$ cat src/rtl/brc_pkg.sv
package brc_pkg;
  typedef enum logic [1:0] {
    MODE_STEAL = 2'd0,
    MODE_BURST = 2'd1,
    MODE_BLOCK = 2'd2,
    MODE_RSVD  = 2'd3
  } xfer_mode_e;

  typedef enum logic [1:0] {
    OWN_NONE = 2'd0,
    OWN_DMA  = 2'd1,
    OWN_RFSH = 2'd2,
    OWN_INT  = 2'd3
  } owner_e;
endpackage

$ cat src/rtl/brc_release.sv
module brc_release
  import brc_pkg::*;
(
  input  logic       clk,
  input  logic       rst_n,
  input  logic       dma_owner,
  input  logic       dma_req,
  input  xfer_mode_e mode,
  input  logic       give_up,
  input  logic       rd_done,
  input  logic       wr_done,
  input  logic       chan_sw,
  input  logic       xfer_end,
  input  logic       blk_end,
  output logic       in_pair,
  output logic       rel_now
);
  logic pair_q, pair_d;
  logic unit_rule;

  // Pair tracker: open on end of read, closed on end of write
  always_comb begin
    pair_d = pair_q;
    if (!dma_owner)   pair_d = 1'b0;
    else if (wr_done) pair_d = 1'b0;
    else if (rd_done) pair_d = 1'b1;
  end

  always_ff @(posedge clk or negedge rst_n) begin
    if (!rst_n) pair_q <= 1'b0;
    else        pair_q <= pair_d;
  end

  // Mode-dependent boundary rule at the close of a transfer unit
  always_comb begin
    unit_rule = chan_sw;
    unique case (mode)
      MODE_BURST: unit_rule = unit_rule | xfer_end | give_up;
      MODE_BLOCK: unit_rule = unit_rule | blk_end  | give_up;
      default:    unit_rule = 1'b1;
    endcase
  end

  always_comb begin
    rel_now = 1'b0;
    if (dma_owner) begin
      if (wr_done) rel_now = unit_rule | ~dma_req;
      else         rel_now = ~dma_req & ~pair_q & ~rd_done;
    end
  end

  assign in_pair = pair_q;

  assert_pair_owned_R1: assert property (@(posedge clk) disable iff (!rst_n)
    pair_q |-> dma_owner);
  assert_no_split_R1: assert property (@(posedge clk) disable iff (!rst_n)
    (pair_q && !wr_done) |-> !rel_now);
endmodule

$ cat src/rtl/brc_pick.sv
module brc_pick
  import brc_pkg::*;
#(
  parameter int N_INT = 3
) (
  input  logic             dma_req,
  input  logic             rf_req,
  input  logic [N_INT-1:0] int_req,
  input  logic             yield,
  output owner_e           pick,
  output logic [N_INT-1:0] pick_int
);
  localparam logic [N_INT-1:0] ONE = N_INT'(1);
  logic any_int;

  assign any_int  = |int_req;
  assign pick_int = int_req & (~int_req + ONE);

  always_comb begin
    if (rf_req)                             pick = OWN_RFSH;
    else if (dma_req && (!yield || !any_int)) pick = OWN_DMA;
    else if (any_int)                       pick = OWN_INT;
    else                                    pick = OWN_NONE;
  end
endmodule

$ cat src/rtl/bus_release_ctrl.sv
module bus_release_ctrl
  import brc_pkg::*;
#(
  parameter int N_INT = 3
) (
  input  logic             clk,
  input  logic             rst_n,
  input  logic             dma_req,
  input  logic [1:0]       dma_mode,
  input  logic             dma_give_up,
  input  logic             dma_rd_done,
  input  logic             dma_wr_done,
  input  logic             dma_chan_sw,
  input  logic             dma_xfer_end,
  input  logic             dma_blk_end,
  input  logic             rfsh_req,
  input  logic             rfsh_done,
  input  logic [N_INT-1:0] int_req,
  input  logic [N_INT-1:0] int_done,
  output logic             dma_gnt,
  output logic             rfsh_gnt,
  output logic [N_INT-1:0] int_gnt,
  output logic             ins_ok
);
  owner_e           owner_q, owner_d, pick;
  logic [N_INT-1:0] sel_q, sel_d, pick_int;
  logic             yield_q, yield_d;
  logic             in_pair, rel_now;

  brc_release u_release (
    .clk       (clk),
    .rst_n     (rst_n),
    .dma_owner (owner_q == OWN_DMA),
    .dma_req   (dma_req),
    .mode      (xfer_mode_e'(dma_mode)),
    .give_up   (dma_give_up),
    .rd_done   (dma_rd_done),
    .wr_done   (dma_wr_done),
    .chan_sw   (dma_chan_sw),
    .xfer_end  (dma_xfer_end),
    .blk_end   (dma_blk_end),
    .in_pair   (in_pair),
    .rel_now   (rel_now)
  );

  brc_pick #(.N_INT(N_INT)) u_pick (
    .dma_req  (dma_req),
    .rf_req   (rfsh_req),
    .int_req  (int_req),
    .yield    (yield_q),
    .pick     (pick),
    .pick_int (pick_int)
  );

  // Next-state logic
  always_comb begin
    owner_d = owner_q;
    sel_d   = sel_q;
    yield_d = yield_q;
    unique case (owner_q)
      OWN_NONE: begin
        owner_d = pick;
        if (pick != OWN_NONE) yield_d = 1'b0;
        sel_d = (pick == OWN_INT) ? pick_int : '0;
      end
      OWN_DMA: if (rel_now) begin
        owner_d = OWN_NONE;
        yield_d = 1'b1;
      end
      OWN_RFSH: if (rfsh_done) owner_d = OWN_NONE;
      OWN_INT: if (|(int_done & sel_q)) begin
        owner_d = OWN_NONE;
        sel_d   = '0;
      end
      default: owner_d = OWN_NONE;
    endcase
  end

  // State registers
  always_ff @(posedge clk or negedge rst_n) begin
    if (!rst_n) begin
      owner_q <= OWN_NONE;
      sel_q   <= '0;
      yield_q <= 1'b0;
    end else begin
      owner_q <= owner_d;
      sel_q   <= sel_d;
      yield_q <= yield_d;
    end
  end

  assign dma_gnt  = (owner_q == OWN_DMA);
  assign rfsh_gnt = (owner_q == OWN_RFSH);
  assign int_gnt  = (owner_q == OWN_INT) ? sel_q : '0;
  assign ins_ok   = rel_now;

  assert_atomic_R1: assert property (@(posedge clk) disable iff (!rst_n)
    in_pair |-> (!rfsh_gnt && int_gnt == '0));
  assert_steal_release_R2: assert property (@(posedge clk) disable iff (!rst_n)
    (dma_gnt && dma_wr_done && dma_mode == 2'd0) |=> !dma_gnt);
  assert_one_owner_R7: assert property (@(posedge clk) disable iff (!rst_n)
    $onehot0({dma_gnt, rfsh_gnt, int_gnt}));
  assert_idle_gap_R7: assert property (@(posedge clk) disable iff (!rst_n)
    (owner_q != OWN_NONE && owner_q != $past(owner_q)) |-> ($past(owner_q) == OWN_NONE));
  assert_int_below_dma_R9: assert property (@(posedge clk) disable iff (!rst_n)
    $rose(|int_gnt) |-> ($past(!dma_req) || $past(yield_q)));
  assert_release_point_R12: assert property (@(posedge clk) disable iff (!rst_n)
    $fell(dma_gnt) |-> $past(ins_ok));
endmodule

$ cat config.mk
export PLATFORM = sky130hd
export DESIGN_NAME = bus_release_ctrl
export DESIGN_NICKNAME = d
export VERILOG_FILES = /design/src/rtl/brc_pkg.sv /design/src/rtl/brc_release.sv /design/src/rtl/brc_pick.sv /design/src/rtl/bus_release_ctrl.sv
export SDC_FILE = /design/constraint.sdc
export NUM_CORES = 1
export LEC_CHECK = 0
export BUFFER_PORTS_ARGS = -buffer_cell sky130_fd_sc_hd__buf_2
export CAP_MARGIN = 20
export CORE_MARGIN = 5
export CORE_UTILIZATION = 35
export CTS_CLUSTER_SIZE = 40
export DETAILED_ROUTE_END_ITERATION = 10
export GPL_ROUTABILITY_DRIVEN = 0
export PLACE_DENSITY = 0.65
export RECOVER_POWER = 50
export SYNTH_ARGS = -nofsm -noshare
export SYNTH_HDL_FRONTEND = slang
export SYNTH_HIERARCHICAL = 1
export SYNTH_SLANG_ARGS = --single-unit
$ cat constraint.sdc
create_clock -name clk -period 2.7 [get_ports clk]
set_input_delay 0.27 -clock clk [delete_from_list [all_inputs] [get_ports clk]]
set_output_delay 0.27 -clock clk [all_outputs]
set_load 0.005 [all_outputs]
# --- Yosys cells after proc, flatten, opt, wreduce, memory -nomap -nowiden ---
# Index checks and enable logic that the tools add are counted.
classes:
  bitwise: 13
  n_reduce_logical: 13
  addsub: 1
  muxes: 20
  eq_ne: 11
ops:
  columns: ["operator", "n"]
  rows:
  - ["2-to-1 mux 2 bit", 6]
  - ["2-to-1 mux 3 bit", 3]
  - ["== test 2 bit (second input constant)", 4]
  - ["inequality test 2 bit (second input constant)", 4]
  - ["case mux 2 bit (4 select lines)", 1]
  - ["2-to-1 mux 1 bit", 7]
  - ["bitwise AND 3 bit", 2]
  - ["case mux 3 bit (2 select lines)", 1]
  - ["AND reduction 3 bit", 2]
  - ["nonzero test 2 bit", 3]
  - ["OR reduction 3 bit", 2]
  - ["OR 1 bit", 5]
  - ["== test 2 x 1 -> 1 bit (second input constant)", 2]
  - ["case mux 1 bit (2 select lines)", 2]
  - ["adder 3 x 1 -> 3 bit (second input constant)", 1]
  - ["inequality test 3 bit (second input constant)", 1]
  - ["NOT 1 bit", 3]
  - ["NOT 3 bit", 1]
  - ["bitwise AND 1 bit", 2]
  - ["zero test 1 bit", 2]
  - ["zero test 2 bit", 1]
  - ["AND reduction 2 bit", 1]
  - ["logical AND 1 bit", 1]
  - ["logical OR 1 bit", 1]
totals:
  ff_bits: 7
  output_inout_bits: 6

# --- Logic depth before layout (Yosys ltp) ---
logic_depth:
  ltp_word: 9
  depth_mapped: 7
  depth_no_buf: 7

# --- Cells and area by module ---
# The synthesis kept the hierarchy.
modules_own_cells:
  columns: ["module", "cells_each", "instances", "seq_area_each_um2", "area_per_inst_um2"]
  rows:
  - ["bus_release_ctrl", 41, 1, 150.1, 371.6]
  - ["brc_release", 9, 1, 25.0, 90.1]
  - ["brc_pick", 8, 1, 0.0, 48.8]

# --- Worst setup path before layout ---
# No wires, ideal clock.
synth_path:
  path_kind: "input port to flip-flop"
  start: "in dma_mode[0]"
  end: "reg yield_q"
  cell_stages: 7
  slack_ps: 957
  required_time_ps: 2577
  t_arrival_ps: 1620
  n_path_buf: 0
  cell_sequence: "inv_1 -> ha_1 -> or4b_1 -> o221a_1 -> nor2b_1 -> o21ai_0 -> nand2_1"
synth_via:
  elab_chain_len: 7
synth_rtl:
  columns: ["element", "line_no", "text"]
  rows:
  - ["from (decl)", "bus_release_ctrl.sv:9", "input logic [1:0] dma_mode,"]
  - ["== test 2 bit / == test 2 x 1 -> 1 bit (equally long branches)", "brc_release.sv:37", "unique case (mode)"]
  - ["case mux 1 bit (2 select lines) *", "brc_release.sv:37", null]
  - ["OR 1 bit *", "brc_release.sv:47", "if (wr_done) rel_now = unit_rule | ~dma_req;"]
  - ["2-to-1 mux 1 bit *", "brc_release.sv:47", null]
  - ["2-to-1 mux 1 bit *", "brc_release.sv:46", "if (dma_owner) begin"]
  - ["via ins_ok", "bus_release_ctrl.sv:23", "output logic ins_ok"]
  - ["inequality test 2 bit (no source line) *", null, null]
  - ["AND reduction 3 bit (no source line) *", null, null]
  - ["to (signal assigned)", "bus_release_ctrl.sv:88", "yield_q <= yield_d;"]
  - ["to (decl)", "bus_release_ctrl.sv:27", "logic yield_q, yield_d;"]
# Mark *: on every way through the listed nets, which the timed path passes. The rest lies on a longest branch.
# A chain may end at the register's enable or synchronous reset.

# --- Worst setup path after layout ---
layout_path:
  start: "in dma_mode[0]"
  end: "out ins_ok"
layout_via:
  elab_chain_len: 5
layout_rtl:
  columns: ["element", "line_no"]
  rows:
  - ["== test 2 bit / == test 2 x 1 -> 1 bit (equally long branches)", "brc_release.sv:37"]
  - ["case mux 1 bit (2 select lines) *", "brc_release.sv:37"]
  - ["OR 1 bit *", "brc_release.sv:47"]
  - ["2-to-1 mux 1 bit *", "brc_release.sv:47"]
  - ["2-to-1 mux 1 bit *", "brc_release.sv:46"]
  - ["to (decl)", "bus_release_ctrl.sv:23"]
# Every way passes the cells marked *; elsewhere a longest branch is shown, timed or not.

==> reports/metrics.cfg <==
[sta]
clock_skew_ns=0.006365
fmax_mhz=545.9
slew_headroom=0.6963
slew_violations=0
tightest_slew_ns=0.4556
fin_tns_setup_ns=0
rsz0062_at_grt=no
fin_crit_sh=0.6785
period_minus_slack_ns=1.832
hold_viol_final=0
setup_viol=0

[final_layout]
fin_nets=105
fillers=145
n_antenna_cell=0
synthToLayoutAreaGrowth_pct=27.70
drive_gt1_frac=0.3929
fin_area_sq_um=651.9
layout_commonest_cell=buf_2
final_cell_mix=23 x buf_2, 9 x o21ai_0, 7 x nand2_1, 7 x dfrtp_1

[clocking]
root_buffer=clkbuf_4
cts.htree.levels=1
numClockSinks=7
cts_tree=built
clk_pin_slew_ns=0.06
cts_setup_buffers=0
cts_resized=0
clk_latency_ns=0.25
cts_buffers=3
cts_buffer_depth=2

[worst_setup_path]
slowest_delay_ns=0.47
worstSetupPathType=primary input to output pin
path_cells=buf_2 > inv_1 > ha_1 > or4b_1 > o221a_1 > buf_2
reg2regPathDepth=5
cp_slowest_cell=or4b_1
crit_arrival_ns=1.56
cpMostUsedCell=buf_2
endpoint_kind=output pin
path_max_fanout=3
cp_data_required_time_ns=2.43
startpoint_type=primary input

[yosys]
ys_ff_latch=7
yosysSeqAreaShare=0.3431
synth.area.top_cells=dfrtp_1 34%, o21ai_0 8.8%, nand2_1 5.1%, and3_2 4.4%, buf_6 4.4%
synth_top_cell_area_share=0.3431
netlist_area_sq_um=510.5
syn_inst=58
synthDistinctLibCells=24
syn_area_per_cell_sq_um=8.802
yosysWarnings=6
syn-num-nets=78
synth_top_area_cell=dfrtp_1

[floorplan]
die_x_um=48.19
core_area_sq_um=1334
fp.dieH_um=48.19
io_pins=25
rows=13
die_area_sq_um=2322
initial_utilization=0.3827

[pwr]
max-vdd-ir-drop_v=0.0004847
power_per_cell_area_nw_per_um2=744.8
p_leak_uw=0.0003211

[placement]
dp_hpwl_um=976.1
post_dp_cell_area_sq_um=619.3
place.port_buffers=24

[detailed_routing]
viasPerCell=4.919
drt.antenna.violating_nets=0
vias=487
post_drt_wl_per_cell_um=12.26
drc=0
drt-pass1-iter-count=2
drt_wl_total_mm=1.214
drt_iter0_drc=7

[worst_hold_path]
holdPathStages=2
hp-class=primary input to flop

[grt]
grt_max_degree=14
grt_pass1_wl_mm=1.890
grt_pass1_vias=484
gr-usage-all-layers=0.1211
grt.overflow.total=0
antenna_found_initial=0

[job]
maxCapViolations=0

[status]
status=completed

power breakdown:
part           leakage, uW  internal [uW]  switching, uW
logic             0.000215            100           90.6
clock network    0.0000150           56.5           39.9
registers        0.0000910            142           56.7
total             0.000321            298            187
critical path: cells and delay by family:
family          cells  cell delay, ns
simple gates        1            0.47
compound gates      1            0.30
fa+ha+maj           1            0.27
buf+inv             3            0.25
sequential cells by signal, summed over array words and instances, names as in the netlist:
signal / cells
sel_q: 3
owner_q: 2
u_release/in_pair: 1
yield_q: 1
what timing repair did:
item	4_1_cts	5_1_grt
endpoints found under the hold margin	7	0
hold buffers	1	0
endpoints found under the setup margin	0	0
cells by family (layout without fill, tap and decap cells):
kind of cell / after synthesis / after routing / synth area share
muxes: 1 / 1 / 0.02206
buffers and inverters: 7 / 33 / 0.08823
AOI/OAI and AO/OA: 14 / 14 / 0.1961
and+or+nand+nor: 28 / 28 / 0.3260
DFF: 7 / 7 / 0.3431
adders and majority gates: 1 / 1 / 0.02451
metrics by stage:
stage                     power, uW  utilization  setup slack, ns  hold WS (ns)  cells
after floorplan               356.4            -           0.9571      -0.02559     58
after global placement        399.5       0.4644           0.8511        0.1157     94
after detailed placement      400.5       0.4644           0.7751        0.1210     94
after CTS                     503.4       0.4916           0.8476        0.1799     99
after global routing          538.7       0.4887           0.8155        0.1773     99
final                         485.5       0.4887           0.8682        0.1884     99
cell type report:
cell class,instances,area (sq um),area share
Tap cell,15,18.77,0.02879
Sequential cell,7,175.2,0.2687
Clock buffer,4,26.28,0.04031
Inverter,4,15.01,0.02303
Timing Repair Buffer,25,128.9,0.1977
Multi-Input combinational cell,44,287.8,0.4415
routing by layer:
layer | wire length, um | GRT usage
met2 | 552 | 0.1927
met5 | 0 | 0
met4 | 0 | 0.01613
met1 | 530 | 0.1470
met3 | 131 | 0.06642
synth_stat cells (all sizes together):
library cell	n
nor4	2
ha	1
nand3	1
nor2b	3
dfrtp	7
a311oi	1
a22oi	1
o21ai	10
o221a	1
nor3b	3
nor2	4
inv	4
nor3	1
and2b	1
mux2	1
and2	1
nand2	7
buf	3
a21boi	1
and4bb	1
and3	3
or4b	1
final timing paths:
kind                                                      end                    from  slack, ns
worst max-delay path                                   ins_ok             dma_mode[0]       0.87
worst min-delay path            u_release/in_pair$_DFFE_PN0P_             dma_wr_done       0.19
worst max register to register            yield_q$_DFFE_PN0P_  owner_q[0]$_DFFE_PN0P_       1.26
worst min register to register            yield_q$_DFFE_PN0P_     yield_q$_DFFE_PN0P_       0.53
max in group asynchronous                sel_q[0]$_DFFE_PN0P_                   rst_n       1.92
min in group asynchronous                 yield_q$_DFFE_PN0P_                   rst_n       0.47
Note: power is estimated with default switching activity, not from simulation.
